File: src/rtl/wpot_pkg.sv
package wpot_pkg;
  localparam int FRAME_W = 16;
  localparam int OP_LSB  = 10;
  localparam int OP_W    = 4;

  typedef enum logic [OP_W-1:0] {
    OP_NOP   = 4'd0,
    OP_WRITE = 4'd1,
    OP_READW = 4'd2,
    OP_PROG  = 4'd3,
    OP_READM = 4'd4,
    OP_RESET = 4'd5,
    OP_CTRL  = 4'd6
  } op_e;

  function automatic int imax(input int a, input int b);
    return (a > b) ? a : b;
  endfunction
endpackage

File: src/rtl/wpot_spi_port.sv
module wpot_spi_port #(
  parameter int FW = 16
) (
  input  logic          clk,
  input  logic          rst,
  input  logic          sclk,
  input  logic          sync_n,
  input  logic          din,
  input  logic [FW-1:0] tx_word,
  output logic          frame_end,
  output logic          frame_full,
  output logic [FW-1:0] frame_word,
  output logic          sdo,
  output logic          sdo_oe
);
  localparam int CNT_W = $clog2(FW + 2);
  localparam logic [CNT_W-1:0] CNT_MAX = CNT_W'(FW + 1);

  logic [2:0]       sclk_q, sync_q;
  logic [1:0]       din_q;
  logic [CNT_W-1:0] nbits;
  logic [FW-1:0]    tx_sh;
  logic             sel, sclk_fall, sclk_rise, sel_start;

  always_ff @(posedge clk) begin
    if (rst) begin
      sclk_q <= '0;
      sync_q <= '1;
      din_q  <= '0;
    end else begin
      sclk_q <= {sclk_q[1:0], sclk};
      sync_q <= {sync_q[1:0], sync_n};
      din_q  <= {din_q[0], din};
    end
  end

  assign sel       = ~sync_q[1];
  assign sclk_fall = sclk_q[2] & ~sclk_q[1];
  assign sclk_rise = ~sclk_q[2] & sclk_q[1];
  assign sel_start = sync_q[2] & ~sync_q[1];
  assign frame_end = ~sync_q[2] & sync_q[1];
  assign frame_full = (nbits == CNT_W'(FW));

  always_ff @(posedge clk) begin
    if (rst) begin
      nbits      <= '0;
      frame_word <= '0;
      tx_sh      <= '0;
      sdo        <= 1'b0;
      sdo_oe     <= 1'b0;
    end else begin
      sdo_oe <= sel;
      if (sel_start) begin
        nbits <= '0;
        tx_sh <= tx_word;
      end else if (sel) begin
        if (sclk_fall) begin
          frame_word <= {frame_word[FW-2:0], din_q[1]};
          if (nbits != CNT_MAX) nbits <= nbits + 1'b1;
        end
        if (sclk_rise) begin
          sdo   <= tx_sh[FW-1];
          tx_sh <= {tx_sh[FW-2:0], 1'b0};
        end
      end
    end
  end
endmodule

File: src/rtl/wpot_fuse_bank.sv
module wpot_fuse_bank #(
  parameter int W     = 10,
  parameter int SLOTS = 20,
  parameter int CW    = $clog2(SLOTS + 1)
) (
  input  logic          clk,
  input  logic          rst,
  input  logic          prog,
  input  logic [W-1:0]  prog_data,
  input  logic          rd_en,
  input  logic [CW-1:0] rd_addr,
  output logic [W-1:0]  rd_data,
  output logic [W-1:0]  latest,
  output logic [CW-1:0] used,
  output logic          full,
  output logic          any
);
  logic [W-1:0] mem [SLOTS];
  logic [W-1:0] rd_q;
  logic         rd_ok;

  assign full    = (used == CW'(SLOTS));
  assign any     = (used != '0);
  assign rd_data = rd_ok ? rd_q : '0;

  always_ff @(posedge clk) begin
    if (prog && !full) mem[used] <= prog_data;
    if (rd_en && (rd_addr < CW'(SLOTS))) rd_q <= mem[rd_addr];
  end

  always_ff @(posedge clk) begin
    if (rst) begin
      used   <= '0;
      latest <= '0;
      rd_ok  <= 1'b0;
    end else begin
      if (prog && !full) begin
        used   <= used + 1'b1;
        latest <= prog_data;
      end
      if (rd_en) rd_ok <= (rd_addr < used);
    end
  end
endmodule

File: src/rtl/wpot_busy_timer.sv
module wpot_busy_timer #(
  parameter int W       = 8,
  parameter int RST_LEN = 4
) (
  input  logic         clk,
  input  logic         rst,
  input  logic         load,
  input  logic [W-1:0] len,
  output logic         busy
);
  logic [W-1:0] left;

  always_ff @(posedge clk) begin
    if (rst) begin
      busy <= 1'b1;
      left <= W'(RST_LEN - 1);
    end else if (load) begin
      busy <= 1'b1;
      left <= len - 1'b1;
    end else if (busy) begin
      if (left == '0) busy <= 1'b0;
      else            left <= left - 1'b1;
    end
  end
endmodule

File: src/rtl/wpot_ctrl.sv
module wpot_ctrl
  import wpot_pkg::*;
#(
  parameter int CODE_W = 10,
  parameter int SLOTS  = 20,
  parameter int T_WR   = 41,
  parameter int T_PROG = 800000,
  parameter int T_MRD  = 130000,
  parameter int T_RST  = 200000
) (
  input  logic              clk,
  input  logic              rst,
  input  logic              sclk,
  input  logic              sync_n,
  input  logic              din,
  input  logic              reload_n,
  output logic              sdo,
  output logic              sdo_oe,
  output logic              rdy,
  output logic [CODE_W-1:0] tap
);
  localparam int CW   = $clog2(SLOTS + 1);
  localparam int BW   = $clog2(imax(imax(T_WR, T_PROG), imax(T_MRD, T_RST)) + 1);
  localparam int PADW = FRAME_W - CODE_W;
  localparam logic [CODE_W-1:0] MID = CODE_W'(1) << (CODE_W - 1);

  logic               frame_end, frame_full;
  logic [FRAME_W-1:0] frame_word, rd_word;
  logic [2:0]         rl_q;
  logic               reload_go, legal, acc, soft_go, prog_ok;
  logic [OP_W-1:0]    op;
  logic               unlock, prog_en, pend_mem, busy;
  logic [CODE_W-1:0]  fuse_q, fuse_latest;
  logic [CW-1:0]      used;
  logic               full, any;
  logic [BW-1:0]      len;

  wpot_spi_port #(.FW(FRAME_W)) u_port (
    .clk(clk), .rst(rst), .sclk(sclk), .sync_n(sync_n), .din(din),
    .tx_word(rd_word), .frame_end(frame_end), .frame_full(frame_full),
    .frame_word(frame_word), .sdo(sdo), .sdo_oe(sdo_oe)
  );

  always_ff @(posedge clk) begin
    if (rst) rl_q <= '1;
    else     rl_q <= {rl_q[1:0], reload_n};
  end
  assign reload_go = rl_q[2] & ~rl_q[1];

  assign op      = frame_word[OP_LSB +: OP_W];
  assign legal   = frame_end && frame_full && (frame_word[FRAME_W-1:OP_LSB+OP_W] == '0);
  assign acc     = legal && !busy && !reload_go && (op != OP_NOP) && (op <= OP_CTRL);
  assign soft_go = acc && (op == OP_RESET);
  assign prog_ok = prog_en && !full;

  wpot_fuse_bank #(.W(CODE_W), .SLOTS(SLOTS), .CW(CW)) u_fuse (
    .clk(clk), .rst(rst),
    .prog(acc && (op == OP_PROG) && prog_ok), .prog_data(tap),
    .rd_en(acc && (op == OP_READM)), .rd_addr(frame_word[CW-1:0]),
    .rd_data(fuse_q), .latest(fuse_latest), .used(used), .full(full), .any(any)
  );

  always_comb begin
    if (reload_go || soft_go)                len = BW'(T_RST);
    else if (op == OP_READM)                 len = BW'(T_MRD);
    else if ((op == OP_PROG) && prog_ok)     len = BW'(T_PROG);
    else                                     len = BW'(T_WR);
  end

  wpot_busy_timer #(.W(BW), .RST_LEN(T_RST)) u_timer (
    .clk(clk), .rst(rst), .load(acc || reload_go), .len(len), .busy(busy)
  );
  assign rdy = ~busy;

  always_ff @(posedge clk) begin
    if (rst) begin
      tap      <= MID;
      unlock   <= 1'b0;
      prog_en  <= 1'b0;
      pend_mem <= 1'b0;
      rd_word  <= '0;
    end else begin
      pend_mem <= 1'b0;
      if (reload_go || soft_go) begin
        tap     <= any ? fuse_latest : MID;
        unlock  <= 1'b0;
        prog_en <= 1'b0;
      end else if (acc) begin
        case (op)
          OP_WRITE: if (unlock) tap <= frame_word[CODE_W-1:0];
          OP_READW: rd_word  <= {{PADW{1'b0}}, tap};
          OP_READM: pend_mem <= 1'b1;
          OP_CTRL: begin
            unlock  <= frame_word[1];
            prog_en <= frame_word[0];
          end
          default: ;
        endcase
      end
      if (pend_mem) rd_word <= {{PADW{1'b0}}, fuse_q};
    end
  end
endmodule

File: config.mk
export PLATFORM = sky130hd
export DESIGN_NAME = wpot_ctrl
export DESIGN_NICKNAME = d
export VERILOG_FILES = /design/src/rtl/wpot_pkg.sv /design/src/rtl/wpot_spi_port.sv /design/src/rtl/wpot_fuse_bank.sv /design/src/rtl/wpot_busy_timer.sv /design/src/rtl/wpot_ctrl.sv
export SDC_FILE = /design/constraint.sdc
export NUM_CORES = 1
export LEC_CHECK = 0
export BUFFER_PORTS_ARGS = -buffer_cell sky130_fd_sc_hd__buf_2
export CAP_MARGIN = 20
export CORE_MARGIN = 2
export CORE_UTILIZATION = 40
export DETAILED_ROUTE_END_ITERATION = 12
export GPL_ROUTABILITY_DRIVEN = 0
export HOLD_SLACK_MARGIN = 0.08
export SLEW_MARGIN = 20
export SYNTH_ARGS = -nofsm -noshare
export SYNTH_HDL_FRONTEND = slang
export SYNTH_SLANG_ARGS = --single-unit
File: constraint.sdc
create_clock -name clk -period 8.85 [get_ports clk]
set_clock_uncertainty 0.1 [all_clocks]
set_input_delay 0.885 -clock clk [delete_from_list [all_inputs] [get_ports clk]]
set_output_delay 0.885 -clock clk [all_outputs]
set_load 0.02 [all_outputs]
==> summary.md <==
| Metric | Value |
|---|---|
| Crit. path cell count | 11 |
| CTS Sinks | 320 |
| Slowest library cell on the worst path | nor4_1 |
| Die Height | 186 µm |
| WHS Path Cells | 1 |
| Status | complete, no violations |
| Area grow syn2layout | 12.6% |
| Yosys cell types | 71 |
| Crit path max fanout | 12 |
| WP data arrival | 4000 ps |
| Main flop type after synthesis | edfxtp_1 |
| Synth top area share | 47.6% |
| Synth area leaders | edfxtp_1 (48%), dfxtp_1 (17%), mux4_2 (10%) |
| Vias per std cell | 5.44 |
| Power Density | 209 nW/µm² |
| CP Data Required Time | 9190 ps |
| Core Region | 32,600 µm² |
| Worst-Margin Slew | 1030 ps |
| Final hold vios | 0 |
| Root Buffer | clkbuf_16 |
| Synth Warn # | 0 |
| Tot Pwr | 3120 µW |
| Mapped Nets | 998 |
| Vias in the first global route | 7,719 |
| Cell Rows | 66 |
| Crit. End Element | register |
| CTS tree | built |
| Worst Reg-to-Reg Cells | 11 |
| RSZ-0062 raised after global routing | false |
| Largest delay share family, worst path | simple AND/OR/NAND/NOR gates |
| Skew-Pair Late Insertion Delay | 530 ps |
| First-pass GRT wire length | 46,500 µm |
| Pre-CTS setup slack | 5270 ps |
| Vias | 7,958 |
| Io pins | 19 |
| Residual DRC | 0 |
| Crit path buf inv count | 1 |
| Aggregate global routing overflow | 0 |
| Largest net degree at the start of global routing | 95 |
| Largest stage delay, worst path | 840 ps |
| Final worst-path cycle share | 41.3% |
| Setup bufs post-CTS | 0 |
| Gate Count Post-Synth | 980 |
| Post-synth EDFFs | 210 |
| Hold slack | 341 ps |
| Placed cells | 1,399 |
| Avg WL per Cell | 20.3 µm |
| Max-cap violations | 0 |
| CTS buffer count | 35 |
| Cell Area, Synth | 13,300 µm² |
| Final WL | 29,800 µm |
| Final ANT Viol Nets | 0 |
| # H-tree levels | 2 |
| Peak Freq | 273 MHz |
| Initial Util | 40.6% |
| Post-cts sizing count | 0 |
| Non-Filler Instances | 1,464 |
| Initial DRC count | 704 |
| Fin crit period | 3660 ps |
| Share of cells above drive strength 1 | 17.7% |
| Seq/Total Area, Yosys | 64.2% |
| Startpoint type of the worst setup path | register |
| TritonRoute pass-1 iters | 5 |
| Hpwl dp | 18,500 µm |
| Avg Cell Area, Syn | 13.5 µm² |
| VDD IR max | 154 µV |
| Setup WS post-layout | 5190 ps |
| Most common cell on crit path | ha_1 |
| Die X | 186 µm |
| Initial antenna violation count | 2 |
| Slew headroom | 30.9% |
| Final net count | 1,013 |
| Hold crit path type | register to register |
| Die area | 34,600 µm² |
| CP cell instances | inv_1 > ha_1 > and4bb_1 > nand4_1 > nor4_1 > a21oi_1 > ha_1 > o21ai_1 > nor3_2 > a211o_1 > a221oi_2 |
| Port-buffer cells | 18 |
| Flops & latches, synth | 320 |
| Setup-failing EPs final | 0 |
| Biggest area consumer among synthesized cells | edfxtp_1 |
| Hold_buf cts | 0 |
| Slew Viols, Final | 0 |
| Clk buf depth | 3 |
| Final setup TNS | 0 ps |
| Asr flop ratio synth | 0% |
| Total Routing Usage GR | 17.9% |
| Worst Path Class, Setup | register to register |
| Pleak | 0.00480 µW |
| Clock transition at path regs | 60 ps |
-- through the flow --
stage / area (µm²) / util [%]
3_3_place_gp: 13800 / 42.3
5_1_grt: 14900 / 45.8
3_5_place_dp: 13800 / 42.3
2_1_floorplan: 13300 / -
4_1_cts: 14900 / 45.7
6_report: 14900 / 45.8
-- Yosys cell counts (17+ instances only) --
cell type  instances
edfxtp_1         210
nor2_1            95
o21ai_0           28
nand2_1           88
nand3_1           17
mux4_2            60
clkbuf_1          41
nor2b_1           17
a21oi_1           61
dfxtp_1          110
inv_1             23
a211oi_1          24
-- area by class of cell --
| cell class | count | area [µm²] |
|---|---|---|
| multi-input cells | 576 | 4400 |
| fillers | 2903 | 17700 |
| clock buffers | 52 | 982 |
| diodes | 1 | 2.50 |
| clock inverters | 11 | 153 |
| well taps | 442 | 553 |
| repair buffers | 38 | 243 |
| inverters | 24 | 90.1 |
| flip-flops and latches | 320 | 8510 |
-- cell families (layout without fill, tap and decap cells) --
group / Yosys count / count (layout) / share of synthesized area, %
muxes: 86 / 86 / 12.3
adders and majority gates: 12 / 12 / 1.13
other: 0 / 1 / 0
buffers and inverters: 84 / 125 / 2.73
xor gates and xnor gates: 12 / 12 / 0.793
DFF: 320 / 320 / 64.2
AOI/OAI and AO/OA: 162 / 162 / 7.70
and+or+nand+nor: 304 / 304 / 11.2
-- state kept, by name, summed over array words and instances, names as in the netlist, 5 cells and up --
name	cells
u_fuse.used	5
rd_word	10
u_port.nbits	5
tap	10
u_fuse.latest	10
u_fuse.rd_q	10
u_port.tx_sh	16
u_timer.left	20
u_fuse.mem	200
u_port.frame_word	16
-- layout by cell type (no fill, tap or decap), types with 4 or more instances in the layout --
| master | Yosys | final |
|---|---|---|
| nand3b_1 | 11 | 11 |
| mux4_2 | 60 | 60 |
| buf_2 | 6 | 17 |
| a211oi_1 | 24 | 24 |
| mux2i_1 | 15 | 15 |
| xor2_1 | 4 | 4 |
| nor2b_1 | 17 | 16 |
| a31oi_1 | 4 | 4 |
| nand3_1 | 17 | 17 |
| buf_4 | 1 | 21 |
| nor3_1 | 16 | 15 |
| and3_1 | 5 | 5 |
| a22oi_1 | 7 | 7 |
| nand2_1 | 88 | 88 |
| inv_1 | 23 | 23 |
| a21o_1 | 4 | 4 |
| clkbuf_1 | 41 | 13 |
| nand2b_1 | 4 | 4 |
| nand4_1 | 8 | 8 |
| clkbuf_16 | 0 | 36 |
| o211ai_1 | 11 | 11 |
| nor2_1 | 95 | 94 |
| o21ai_0 | 28 | 28 |
| edfxtp_1 | 210 | 210 |
| clkinv_1 | 1 | 4 |
| or2_2 | 9 | 9 |
| dfxtp_1 | 110 | 108 |
| mux2_2 | 10 | 10 |
| nor4_1 | 7 | 7 |
| xnor2_1 | 8 | 8 |
| ha_1 | 12 | 12 |
| a21oi_1 | 61 | 61 |
-- power by group --
part           internal (µW)  switching, µW
sequential              1600           6.16
clock                    861            581
combinational           20.5           51.3
total                   2480            639
-- path summary, 6_finish.rpt --
path	startpoint	to	slack (ps)
worst max register to register	u_port.nbits[0]	u_timer.left[12]	5190
worst min register to register	u_port.sync_q[0]	u_port.sync_q[1]	340
worst min-delay path	u_port.sync_q[0]	u_port.sync_q[1]	340
worst max-delay path	u_port.nbits[0]	u_timer.left[12]	5190
-- metal layers --
metal | routed length, µm | part of all wire [%] | track usage [%]
met1 | 13300 | 45 | 24.8
met2 | 13900 | 47 | 28.2
met3 | 1650 | 5.5 | 3.29
met4 | 966 | 3.2 | 6.80
met5 | 16 | 0.054 | 0
No activity file was read; power rests on OpenSTA's default activity.
